[src/rtl/dacfe_pkg.sv]
package dacfe_pkg;
  localparam int NCH         = 2;
  localparam int CODE_W      = 12;
  localparam int BUS_W       = 32;
  localparam int HALF_W      = BUS_W / 2;
  localparam int ADDR_W      = 4;
  localparam int SEL_W       = 3;
  localparam int NEXT        = (1 << SEL_W) - 1;
  localparam int CTRL_STRIDE = 8;

  localparam logic [ADDR_W-1:0] A_CTRL  = 4'd0;
  localparam logic [ADDR_W-1:0] A_STAT  = 4'd1;
  localparam logic [ADDR_W-1:0] A_SWTRG = 4'd2;
  localparam logic [ADDR_W-1:0] A_R12_1 = 4'd3;
  localparam logic [ADDR_W-1:0] A_L12_1 = 4'd4;
  localparam logic [ADDR_W-1:0] A_R8_1  = 4'd5;
  localparam logic [ADDR_W-1:0] A_R12_2 = 4'd6;
  localparam logic [ADDR_W-1:0] A_L12_2 = 4'd7;
  localparam logic [ADDR_W-1:0] A_R8_2  = 4'd8;
  localparam logic [ADDR_W-1:0] A_R12_D = 4'd9;
  localparam logic [ADDR_W-1:0] A_L12_D = 4'd10;
  localparam logic [ADDR_W-1:0] A_R8_D  = 4'd11;
  localparam logic [ADDR_W-1:0] A_DOUT1 = 4'd12;
  localparam logic [ADDR_W-1:0] A_DOUT2 = 4'd13;

  typedef struct packed {
    logic             dma_en;
    logic [SEL_W-1:0] src;
    logic             trg_en;
    logic             en;
  } chctl_t;

  localparam int CTL_W = $bits(chctl_t);

  typedef enum logic [1:0] {FMT_R12, FMT_L12, FMT_R8} fmt_e;

  function automatic logic [CODE_W-1:0] justify(fmt_e f, logic [HALF_W-1:0] hw);
    case (f)
      FMT_L12: justify = hw[HALF_W-1 -: CODE_W];
      FMT_R8:  justify = {hw[7:0], {(CODE_W-8){1'b0}}};
      default: justify = hw[CODE_W-1:0];
    endcase
  endfunction
endpackage

[src/rtl/dacfe_regs.sv]
module dacfe_regs
  import dacfe_pkg::*;
(
  input  logic                    clk,
  input  logic                    rst_n,
  input  logic                    wr_en,
  input  logic [ADDR_W-1:0]       wr_addr,
  input  logic [BUS_W-1:0]        wr_data,
  output chctl_t                  ctl     [NCH],
  output logic [NCH-1:0]          ld,
  output logic [CODE_W-1:0]       ld_val  [NCH],
  output logic [NCH-1:0]          sw_trig,
  output logic [NCH-1:0]          udr_clr
);
  fmt_e           fmt;
  logic [NCH-1:0] mask;
  logic           dual;
  chctl_t         ctl_d [NCH];
  chctl_t         ctl_q [NCH];
  logic [NCH-1:0] sw_d, sw_q;

  always_comb begin
    fmt  = FMT_R12;
    mask = '0;
    dual = 1'b0;
    case (wr_addr)
      A_R12_1: begin fmt = FMT_R12; mask = 2'b01; end
      A_L12_1: begin fmt = FMT_L12; mask = 2'b01; end
      A_R8_1:  begin fmt = FMT_R8;  mask = 2'b01; end
      A_R12_2: begin fmt = FMT_R12; mask = 2'b10; end
      A_L12_2: begin fmt = FMT_L12; mask = 2'b10; end
      A_R8_2:  begin fmt = FMT_R8;  mask = 2'b10; end
      A_R12_D: begin fmt = FMT_R12; mask = 2'b11; dual = 1'b1; end
      A_L12_D: begin fmt = FMT_L12; mask = 2'b11; dual = 1'b1; end
      A_R8_D:  begin fmt = FMT_R8;  mask = 2'b11; dual = 1'b1; end
      default: ;
    endcase
  end

  for (genvar c = 0; c < NCH; c++) begin : g_ch
    assign ld[c]      = wr_en & mask[c];
    assign ld_val[c]  = justify(fmt, dual ? wr_data[HALF_W*c +: HALF_W] : wr_data[HALF_W-1:0]);
    assign udr_clr[c] = wr_en & (wr_addr == A_STAT) & wr_data[c];

    always_comb begin
      ctl_d[c] = ctl_q[c];
      if (wr_en && wr_addr == A_CTRL)
        ctl_d[c] = wr_data[CTRL_STRIDE*c +: CTL_W];
    end

    always_ff @(posedge clk or negedge rst_n) begin
      if (!rst_n) ctl_q[c] <= '0;
      else        ctl_q[c] <= ctl_d[c];
    end

    assign ctl[c] = ctl_q[c];
  end

  always_comb begin
    sw_d = '0;
    if (wr_en && wr_addr == A_SWTRG) sw_d = wr_data[NCH-1:0];
  end

  always_ff @(posedge clk or negedge rst_n) begin
    if (!rst_n) sw_q <= '0;
    else        sw_q <= sw_d;
  end

  assign sw_trig = sw_q;

  AST_SW_SELFCLR: assert property (@(posedge clk) disable iff (!rst_n)
    !(wr_en && wr_addr == A_SWTRG) |=> (sw_q == '0));
endmodule

[src/rtl/dacfe_chan.sv]
module dacfe_chan
  import dacfe_pkg::*;
(
  input  logic              clk,
  input  logic              rst_n,
  input  chctl_t            ctl,
  input  logic [NEXT-1:0]   ext_trig,
  input  logic              sw_trig,
  input  logic              ld,
  input  logic [CODE_W-1:0] ld_val,
  input  logic              dma_ack,
  input  logic              udr_clr,
  output logic [CODE_W-1:0] dout,
  output logic              dma_req,
  output logic              udr
);
  logic [NEXT:0]       src_vec;
  logic                fire;
  logic [CODE_W-1:0]   hold_d, hold_q, dout_d, dout_q;
  logic                req_d, req_q, udr_d, udr_q;

  assign src_vec = {sw_trig, ext_trig};
  assign fire    = ctl.en & ctl.trg_en & src_vec[ctl.src];

  always_comb begin
    hold_d = ld ? ld_val : hold_q;

    if (!ctl.en)                 dout_d = '0;
    else if (!ctl.trg_en || fire) dout_d = hold_q;
    else                          dout_d = dout_q;

    if (!ctl.en)                  req_d = 1'b0;
    else if (fire && ctl.dma_en)  req_d = 1'b1;
    else if (dma_ack)             req_d = 1'b0;
    else                          req_d = req_q;

    if (fire && ctl.dma_en && req_q && !dma_ack) udr_d = 1'b1;
    else if (udr_clr)                             udr_d = 1'b0;
    else                                          udr_d = udr_q;
  end

  always_ff @(posedge clk or negedge rst_n) begin
    if (!rst_n) begin
      hold_q <= '0;
      dout_q <= '0;
      req_q  <= 1'b0;
      udr_q  <= 1'b0;
    end else begin
      hold_q <= hold_d;
      dout_q <= dout_d;
      req_q  <= req_d;
      udr_q  <= udr_d;
    end
  end

  assign dout    = dout_q;
  assign dma_req = req_q;
  assign udr     = udr_q;

  AST_DIS_ZERO: assert property (@(posedge clk) disable iff (!rst_n)
    !ctl.en |=> (dout_q == '0));
  AST_NOTRIG_STABLE: assert property (@(posedge clk) disable iff (!rst_n)
    (ctl.en && ctl.trg_en && !src_vec[ctl.src]) |=> $stable(dout_q));
  AST_REQ_HOLD: assert property (@(posedge clk) disable iff (!rst_n)
    (req_q && ctl.en && !dma_ack) |=> req_q);
  AST_UDR_SET: assert property (@(posedge clk) disable iff (!rst_n)
    (fire && ctl.dma_en && req_q && !dma_ack) |=> (udr_q && req_q));
  AST_UDR_STICKY: assert property (@(posedge clk) disable iff (!rst_n)
    (udr_q && !udr_clr) |=> udr_q);
  AST_ACK_TRIG: assert property (@(posedge clk) disable iff (!rst_n)
    (fire && ctl.dma_en && req_q && dma_ack && !udr_q) |=> (req_q && !udr_q));
endmodule

[src/rtl/dacfe_top.sv]
module dacfe_top
  import dacfe_pkg::*;
(
  input  logic              clk,
  input  logic              rst_n,
  input  logic              wr_en,
  input  logic [3:0]        wr_addr,
  input  logic [31:0]       wr_data,
  input  logic [3:0]        rd_addr,
  output logic [31:0]       rd_data,
  input  logic [6:0]        ext_trig,
  input  logic [1:0]        dma_ack,
  output logic [1:0]        dma_req,
  output logic [11:0]       code_ch1,
  output logic [11:0]       code_ch2
);
  logic [1:0]        rst_sync;
  logic              rst_in_n;
  chctl_t            ctl     [NCH];
  logic [NCH-1:0]    ld, sw_trig, udr_clr, udr;
  logic [CODE_W-1:0] ld_val  [NCH];
  logic [CODE_W-1:0] dout    [NCH];

  always_ff @(posedge clk or negedge rst_n) begin
    if (!rst_n) rst_sync <= '0;
    else        rst_sync <= {rst_sync[0], 1'b1};
  end
  assign rst_in_n = rst_sync[1];

  dacfe_regs u_regs (
    .clk     (clk),
    .rst_n   (rst_in_n),
    .wr_en   (wr_en),
    .wr_addr (wr_addr),
    .wr_data (wr_data),
    .ctl     (ctl),
    .ld      (ld),
    .ld_val  (ld_val),
    .sw_trig (sw_trig),
    .udr_clr (udr_clr)
  );

  for (genvar c = 0; c < NCH; c++) begin : g_chan
    dacfe_chan u_chan (
      .clk      (clk),
      .rst_n    (rst_in_n),
      .ctl      (ctl[c]),
      .ext_trig (ext_trig),
      .sw_trig  (sw_trig[c]),
      .ld       (ld[c]),
      .ld_val   (ld_val[c]),
      .dma_ack  (dma_ack[c]),
      .udr_clr  (udr_clr[c]),
      .dout     (dout[c]),
      .dma_req  (dma_req[c]),
      .udr      (udr[c])
    );
  end

  assign code_ch1 = dout[0];
  assign code_ch2 = dout[1];

  always_comb begin
    rd_data = '0;
    case (rd_addr)
      A_CTRL:  for (int c = 0; c < NCH; c++) rd_data[CTRL_STRIDE*c +: CTL_W] = ctl[c];
      A_STAT:  rd_data[NCH-1:0] = udr;
      A_SWTRG: rd_data[NCH-1:0] = sw_trig;
      A_DOUT1: rd_data[CODE_W-1:0] = dout[0];
      A_DOUT2: rd_data[CODE_W-1:0] = dout[1];
      default: ;
    endcase
  end

  AST_RESET_QUIET: assert property (@(posedge clk) disable iff (!rst_n)
    !rst_in_n |-> (dma_req == '0 && code_ch1 == '0 && code_ch2 == '0));
endmodule

[config.mk]
export PLATFORM = sky130hd
export DESIGN_NAME = dacfe_top
export DESIGN_NICKNAME = d
export VERILOG_FILES = /design/src/rtl/dacfe_pkg.sv /design/src/rtl/dacfe_regs.sv /design/src/rtl/dacfe_chan.sv /design/src/rtl/dacfe_top.sv
export SDC_FILE = /design/constraint.sdc
export NUM_CORES = 1
export LEC_CHECK = 0
export BUFFER_PORTS_ARGS = -buffer_cell sky130_fd_sc_hd__buf_2
export CORE_UTILIZATION = 52
export CTS_CLUSTER_SIZE = 8
export DETAILED_ROUTE_END_ITERATION = 8
export PLACE_DENSITY = 0.8
export SLEW_MARGIN = 0
export SYNTH_ARGS = -nofsm -noshare
export SYNTH_HDL_FRONTEND = slang
export SYNTH_SLANG_ARGS = --single-unit
[constraint.sdc]
create_clock -name clk -period 2.5 [get_ports clk]
set_input_delay 0.5 -clock clk [delete_from_list [all_inputs] [get_ports clk]]
set_output_delay 0.5 -clock clk [all_outputs]
set_load 0.005 [all_outputs]
==> results of run 1 <==
state kept, by name, indices dropped and copies added, names as in the netlist:
name	cells
rst_sync	2
g_chan.u_chan.dma_req	2
u_regs.ctl	12
u_regs.sw_trig	2
g_chan.u_chan.hold_q	24
g_chan.u_chan.udr	2
g_chan.u_chan.dout	24
worst max-delay path, cell delays in order:
cell,delay (ns)
buf_2,0.13
nor2b_1,0.25
nand2_1,0.14
o21a_1,0.12
o22ai_1,0.28
ha_1,0.34
inv_1,0.19
buf_4,0.21
o221ai_1,0.16
a22o_1,0.20
cell usage after synthesis, types with 5 or more instances:
| library cell | instances |
|---|---|
| a21oi_1 | 7 |
| a221o_1 | 14 |
| a222oi_1 | 8 |
| a22o_1 | 8 |
| a22oi_1 | 5 |
| buf_4 | 23 |
| clkbuf_1 | 17 |
| dfrtp_1 | 68 |
| inv_1 | 14 |
| mux2_2 | 21 |
| mux2i_1 | 9 |
| nand2_1 | 75 |
| nor2_1 | 6 |
| nor2b_1 | 5 |
| o21ai_0 | 47 |
metrics by stage:
step | area (sq um) | setup WS [ns]
floorplan | 3910 | 0.0763
global route | 4520 | 0.0514
CTS | 4510 | 0.160
detailed placement | 4310 | -0.160
finish | 4520 | 0.207
global placement | 4310 | 0.0842
final cells by class:
cell class / instances / area share
clock buffers: 9 / 0.0274
inverters: 14 / 0.0116
flip-flops and latches: 68 / 0.377
repair buffers: 103 / 0.127
well taps: 96 / 0.0266
clock inverters: 7 / 0.0150
multi-input cells: 279 / 0.416
power breakdown:
part	internal, uW	leakage, uW	switching (uW)	total, uW
Sequential	1310	0.000878	226	1540
Clock	454	0.0000910	423	878
Combinational	357	0.00125	387	745
Total	2120	0.00222	1040	3160
worst min-delay path by stage:
stage,depth (start not counted),end
floorplan,0,rst_sync[0]$_DFF_PN0_
global placement,1,rst_sync[0]$_DFF_PN0_
detailed placement,1,rst_sync[0]$_DFF_PN0_
CTS,0,rst_sync[1]$_DFF_PN0_
global route,0,rst_sync[1]$_DFF_PN0_
finish,0,g_chan[0].u_chan.dout[4]$_DFFE_PN0P_
per-layer routing:
metal | wire length, um | track usage
met3 | 784 | 0.0613
met4 | 101 | 0.0581
met5 | 0 | 0
met1 | 4620 | 0.395
met2 | 4700 | 0.457
cell families after synthesis:
family	count (synthesis)	synth area share
AO/OA/AOI/OAI	114	0.210
adder cells (fa/ha/maj)	4	0.0130
multiplexers	36	0.117
AND/OR/NAND/NOR	106	0.128
buffers and inverters	59	0.0863
other	2	0.00196
flip-flops	68	0.443
repair_timing:
action / in CTS / in global routing
hold endpoints to repair: 2 / 0
gates resized for setup: 1 / 1
hold buffers: 1 / 0
endpoints found under the setup margin: 1 / 4
buffers inserted: 0 / 0
==> impl_metrics.json, run 1 <==
{
  "r2r_setup_slack_ns": 0.53,
  "yosysTopAreaCellShare": 0.443,
  "seq_area_frac_synth": 0.443,
  "drive_gt1_frac": 0.331,
  "reg2reg_depth": 4,
  "yosys_most_used_dff": "dfrtp_1",
  "io_buffer_count": 91,
  "ioPinCount": 110,
  "finalHoldViolCount": 0,
  "die_y_um": 87.9,
  "ys_ff_latch": 68,
  "clk_pin_slew_ns": 0.08,
  "endpoint_kind": "flop",
  "yosysWarnings": 0,
  "cts_made_buffers": 9,
  "worstMarginPinSlew_ns": 0.779,
  "cp.arrival_ns": 2.52,
  "grtUsageTotal": 0.283,
  "vias": 3345,
  "dpl.cell_count": 559,
  "drtAntennaViolNets": 0,
  "regArea_sq_um": 1700,
  "r2r-end": "g_chan[1].u_chan.dout[9]$_DFFE_PN0P_",
  "drc": 0,
  "setup_viol": 0,
  "final_cell_mix": "buf_2 (91), nand2_1 (75), dfrtp_1 (67)",
  "netlist_area_sq_um": 3840,
  "grt_pass1_vias": 3099,
  "synth-edff-count": 0,
  "routed_via_density": 5.81,
  "period_minus_slack_ns": 2.29,
  "grt-ovfl-total": 0,
  "max_freq_mhz": 436,
  "critPathLaunchType": "primary input",
  "power.density_nw_per_um2": 700,
  "clock-root-buffer": "clkbuf_8",
  "endpoint": "g_chan[1].u_chan.hold_q[9]$_DFFE_PN0P_",
  "multi_input_area_sq_um": 1880,
  "cp_data_required_time_ns": 2.73,
  "antenna_found_initial": 0,
  "die_area_sq_um": 7730,
  "final_nets": 531,
  "die_w_um": 87.9,
  "post_drt_wl_per_cell_um": 17.7,
  "place_hpwl_um": 7760,
  "critical_path.max_fanout": 11,
  "n_antenna_cell": 0,
  "clockBufferDepth": 2,
  "maxCapViolations": 0,
  "areaGrowthSynthToFinish_pct": 17.6,
  "postSynth.asyncResetShare": 1.00,
  "path_class": "primary input to flop",
  "grt_start_max_net_pins": 35,
  "status": "finished, final reports clean",
  "slew_headroom": 0.481,
  "final_common_cell": "buf_2",
  "hold_path.class": "flop to async pin",
  "cts_tree": "yes",
  "clock_latency_ns": 0.34,
  "fin_util": 0.647,
  "critPathLaunch": "wr_addr[3]",
  "grt_pass1_wl_um": 16000,
  "n_fill_cell": 614,
  "vdd_drop_max_uv": 313,
  "cts.sinks": 68,
  "fin_cells": 576,
  "total_power_uw": 3160,
  "rsz0062_at_grt": "no",
  "htreeDepth": 3,
  "r2r_start": "u_regs.ctl[2]$_DFFE_PN0P_",
  "yosysTopAreaCell": "dfrtp_1",
  "wirelength_um": 10200,
  "synthTopCellsByArea": "dfrtp_1 (44%), nand2_1 (7.3%), mux2_2 (6.2%)",
  "netlist_instances": 389,
  "placementRows": 30,
  "syn_area_per_cell_sq_um": 9.87,
  "initial_core_util": 0.550,
  "globalplace.congestion": 0.918,
  "synth_cell_types": 49,
  "finClkSkew_ns": 0.0102,
  "slew_violations": 0,
  "period_share": 0.917,
  "core_area_sq_um": 6980,
  "drt_iter0_markers": 261,
  "hold_ws_ns": 0.351,
  "setup_tns_ns": 0,
  "p_leak_uw": 0.00222,
  "first_pass_iters": 8
}
(Power assumes the default switching activity.)
==> run 2: changes to the inputs <==
CORE_UTILIZATION = 54   (was 52)
PLACE_DENSITY = 0.88   (was 0.8)
SYNTH_HIERARCHICAL = 1   (was default)
==> impl_metrics.json, run 2 <==
{
  "grt_pass1_wl_um": 18100,
  "n_antenna_cell": 0,
  "period_minus_slack_ns": 2.32,
  "clock_latency_ns": 0.35,
  "hold_path.class": "flop to async pin",
  "period_share": 0.927,
  "dpl.cell_count": 611,
  "drtAntennaViolNets": 0,
  "syn_area_per_cell_sq_um": 10.0,
  "areaGrowthSynthToFinish_pct": 18.0,
  "final_cell_mix": "buf_2 (91), dfrtp_1 (67), nand2_1 (65)",
  "die_w_um": 90.3,
  "path_class": "flop to output port",
  "clock-root-buffer": "clkbuf_8",
  "status": "finished, final reports clean",
  "clk_pin_slew_ns": 0.07,
  "netlist_instances": 421,
  "power.density_nw_per_um2": 690,
  "final_nets": 580,
  "worstMarginPinSlew_ns": 0.833,
  "core_area_sq_um": 7410,
  "cts_tree": "yes",
  "yosysTopAreaCellShare": 0.404,
  "first_pass_iters": 5,
  "yosysMostFrequentCell": "dfrtp_1",
  "cts_setup_buffers": 0,
  "synthTopCellsByArea": "dfrtp_1 (40%), mux2i_1 (9.0%), mux2_1 (7.5%)",
  "critPathLaunch": "u_regs/ctl[6]$_DFFE_PN0P_",
  "initial_core_util": 0.569,
  "met2_usage": 0.480,
  "critical_path.max_fanout": 17,
  "vdd_drop_max_uv": 296,
  "globalplace.congestion": 0.921,
  "synth-edff-count": 0,
  "place_hpwl_um": 8710,
  "finClkSkew_ns": 0.00700,
  "ys_ff_latch": 68,
  "clockBufferDepth": 2,
  "ys_top_cells_by_count": "dfrtp_1 (68), nand2_1 (67), mux2i_1 (38)",
  "vias": 3605,
  "endpoint_kind": "output port",
  "antenna_found_initial": 0,
  "final_common_cell": "buf_2",
  "placementRows": 31,
  "drive_gt1_frac": 0.299,
  "grtUsageTotal": 0.292,
  "post_drt_wl_per_cell_um": 18.3,
  "wirelength_um": 11500,
  "busiest_layer": "met2",
  "setup_viol": 0,
  "ioPinCount": 110,
  "drt_iter0_markers": 280,
  "finalHoldViolCount": 0,
  "synth_cell_types": 46,
  "rsz0062_at_grt": "no",
  "slew_headroom": 0.442,
  "yosysTopAreaCell": "dfrtp_1",
  "die_area_sq_um": 8160,
  "cp.arrival_ns": 1.82,
  "gr-usage-met3": 0.0766,
  "drc": 0,
  "die_y_um": 90.3,
  "io_buffer_count": 91,
  "htreeDepth": 3,
  "fin_cells": 628,
  "seq_area_frac_synth": 0.404,
  "slew_violations": 0,
  "critPathLaunchType": "flop",
  "postSynth.asyncResetShare": 1.00,
  "r2r_start": "u_regs/ctl[2]$_DFFE_PN0P_",
  "n_fill_cell": 598,
  "netlist_area_sq_um": 4210,
  "routed_via_density": 5.74,
  "p_leak_uw": 0.00241,
  "cts_resized": 0,
  "cts_made_buffers": 9,
  "cts.sinks": 68,
  "grt-ovfl-total": 0,
  "hold_ws_ns": 0.272,
  "maxCapViolations": 0,
  "max_freq_mhz": 431,
  "grt_pass1_vias": 3595,
  "grt_start_max_net_pins": 67,
  "yosysWarnings": 6,
  "yosys_most_used_dff": "dfrtp_1",
  "hold_buffers": 1,
  "cp_data_required_time_ns": 2.00,
  "grt_util_met1": 0.367
}
## run 2: changes by cell type in the layout (fill, tap and decap cells not counted), moves of 12 or more
cell and change:
buf_4 +12, o21ai_0 -24, inv_1 +21, mux2i_1 +29, mux2_1 +27
## run 2: cell type report
| type | instances | area (sq um) | area share |
|---|---|---|---|
| clock inverter | 4 | 47.5 | 0.00956 |
| tap | 99 | 124 | 0.0249 |
| timing repair buffer | 115 | 663 | 0.133 |
| sequential | 68 | 1700 | 0.343 |
| clock buffer | 12 | 155 | 0.0312 |
| multi-input combinational | 294 | 2140 | 0.431 |
| inverter | 36 | 135 | 0.0272 |
## run 2: cells by family after synthesis
kind of cell	Yosys count	synth area share
buffers and inverters	76	0.109
other	2	0.00178
AO/OA/AOI/OAI	79	0.136
multiplexers	79	0.200
AND/OR/NAND/NOR	113	0.138
flip-flops	68	0.404
adder cells (fa/ha/maj)	4	0.0119
## run 2: worst max-delay path, stage by stage, from the launching register on
cell     delay [ns]
dfrtp_1        0.58
mux2_2         0.35
a32oi_1        0.23
o21ai_0        0.15
buf_2          0.16
## run 2: worst paths after layout
| path | to | slack [ns] | cells past startpoint |
|---|---|---|---|
| min reg2reg | g_chan[1].u_chan/hold_q[10]$_DFFE_PN0P_ | 0.27 | 1 |
| max | rd_data[0] | 0.18 | 4 |
| min | g_chan[1].u_chan/hold_q[10]$_DFFE_PN0P_ | 0.27 | 1 |
| min in group clk | g_chan[0].u_chan/udr$_DFFE_PN0P_ | 0.35 | 2 |
| max reg2reg | g_chan[1].u_chan/dout[4]$_DFFE_PN0P_ | 0.61 | 4 |
| max in group asynchronous | rst_sync[1]$_DFF_PN0_ | 1.94 | 2 |
## run 2: layer usage
metal	part of all wire	routed length [um]
met1	0.40	4640
met2	0.48	5530
met3	0.087	1000
met4	0.026	303
met5	0	0
## run 2: report_power, final
part	internal (uW)	switching, uW	leakage, uW
sequential	1350	235	0.000870
combinational	441	466	0.00144
clock	512	422	0.000102
total	2310	1120	0.00241
## run 2: per-stage QoR
step,util,power (uW),area (sq um),setup slack [ns],setup TNS (ns)
after global routing,0.671,3600,4970,0.125,0
after floorplan,-,2160,4300,0.00340,0
after detailed placement,0.642,2500,4760,-0.154,-0.707
after global placement,0.642,2440,4760,-0.135,-0.459
final,0.671,3430,4970,0.182,0
after CTS,0.671,3430,4970,0.160,0
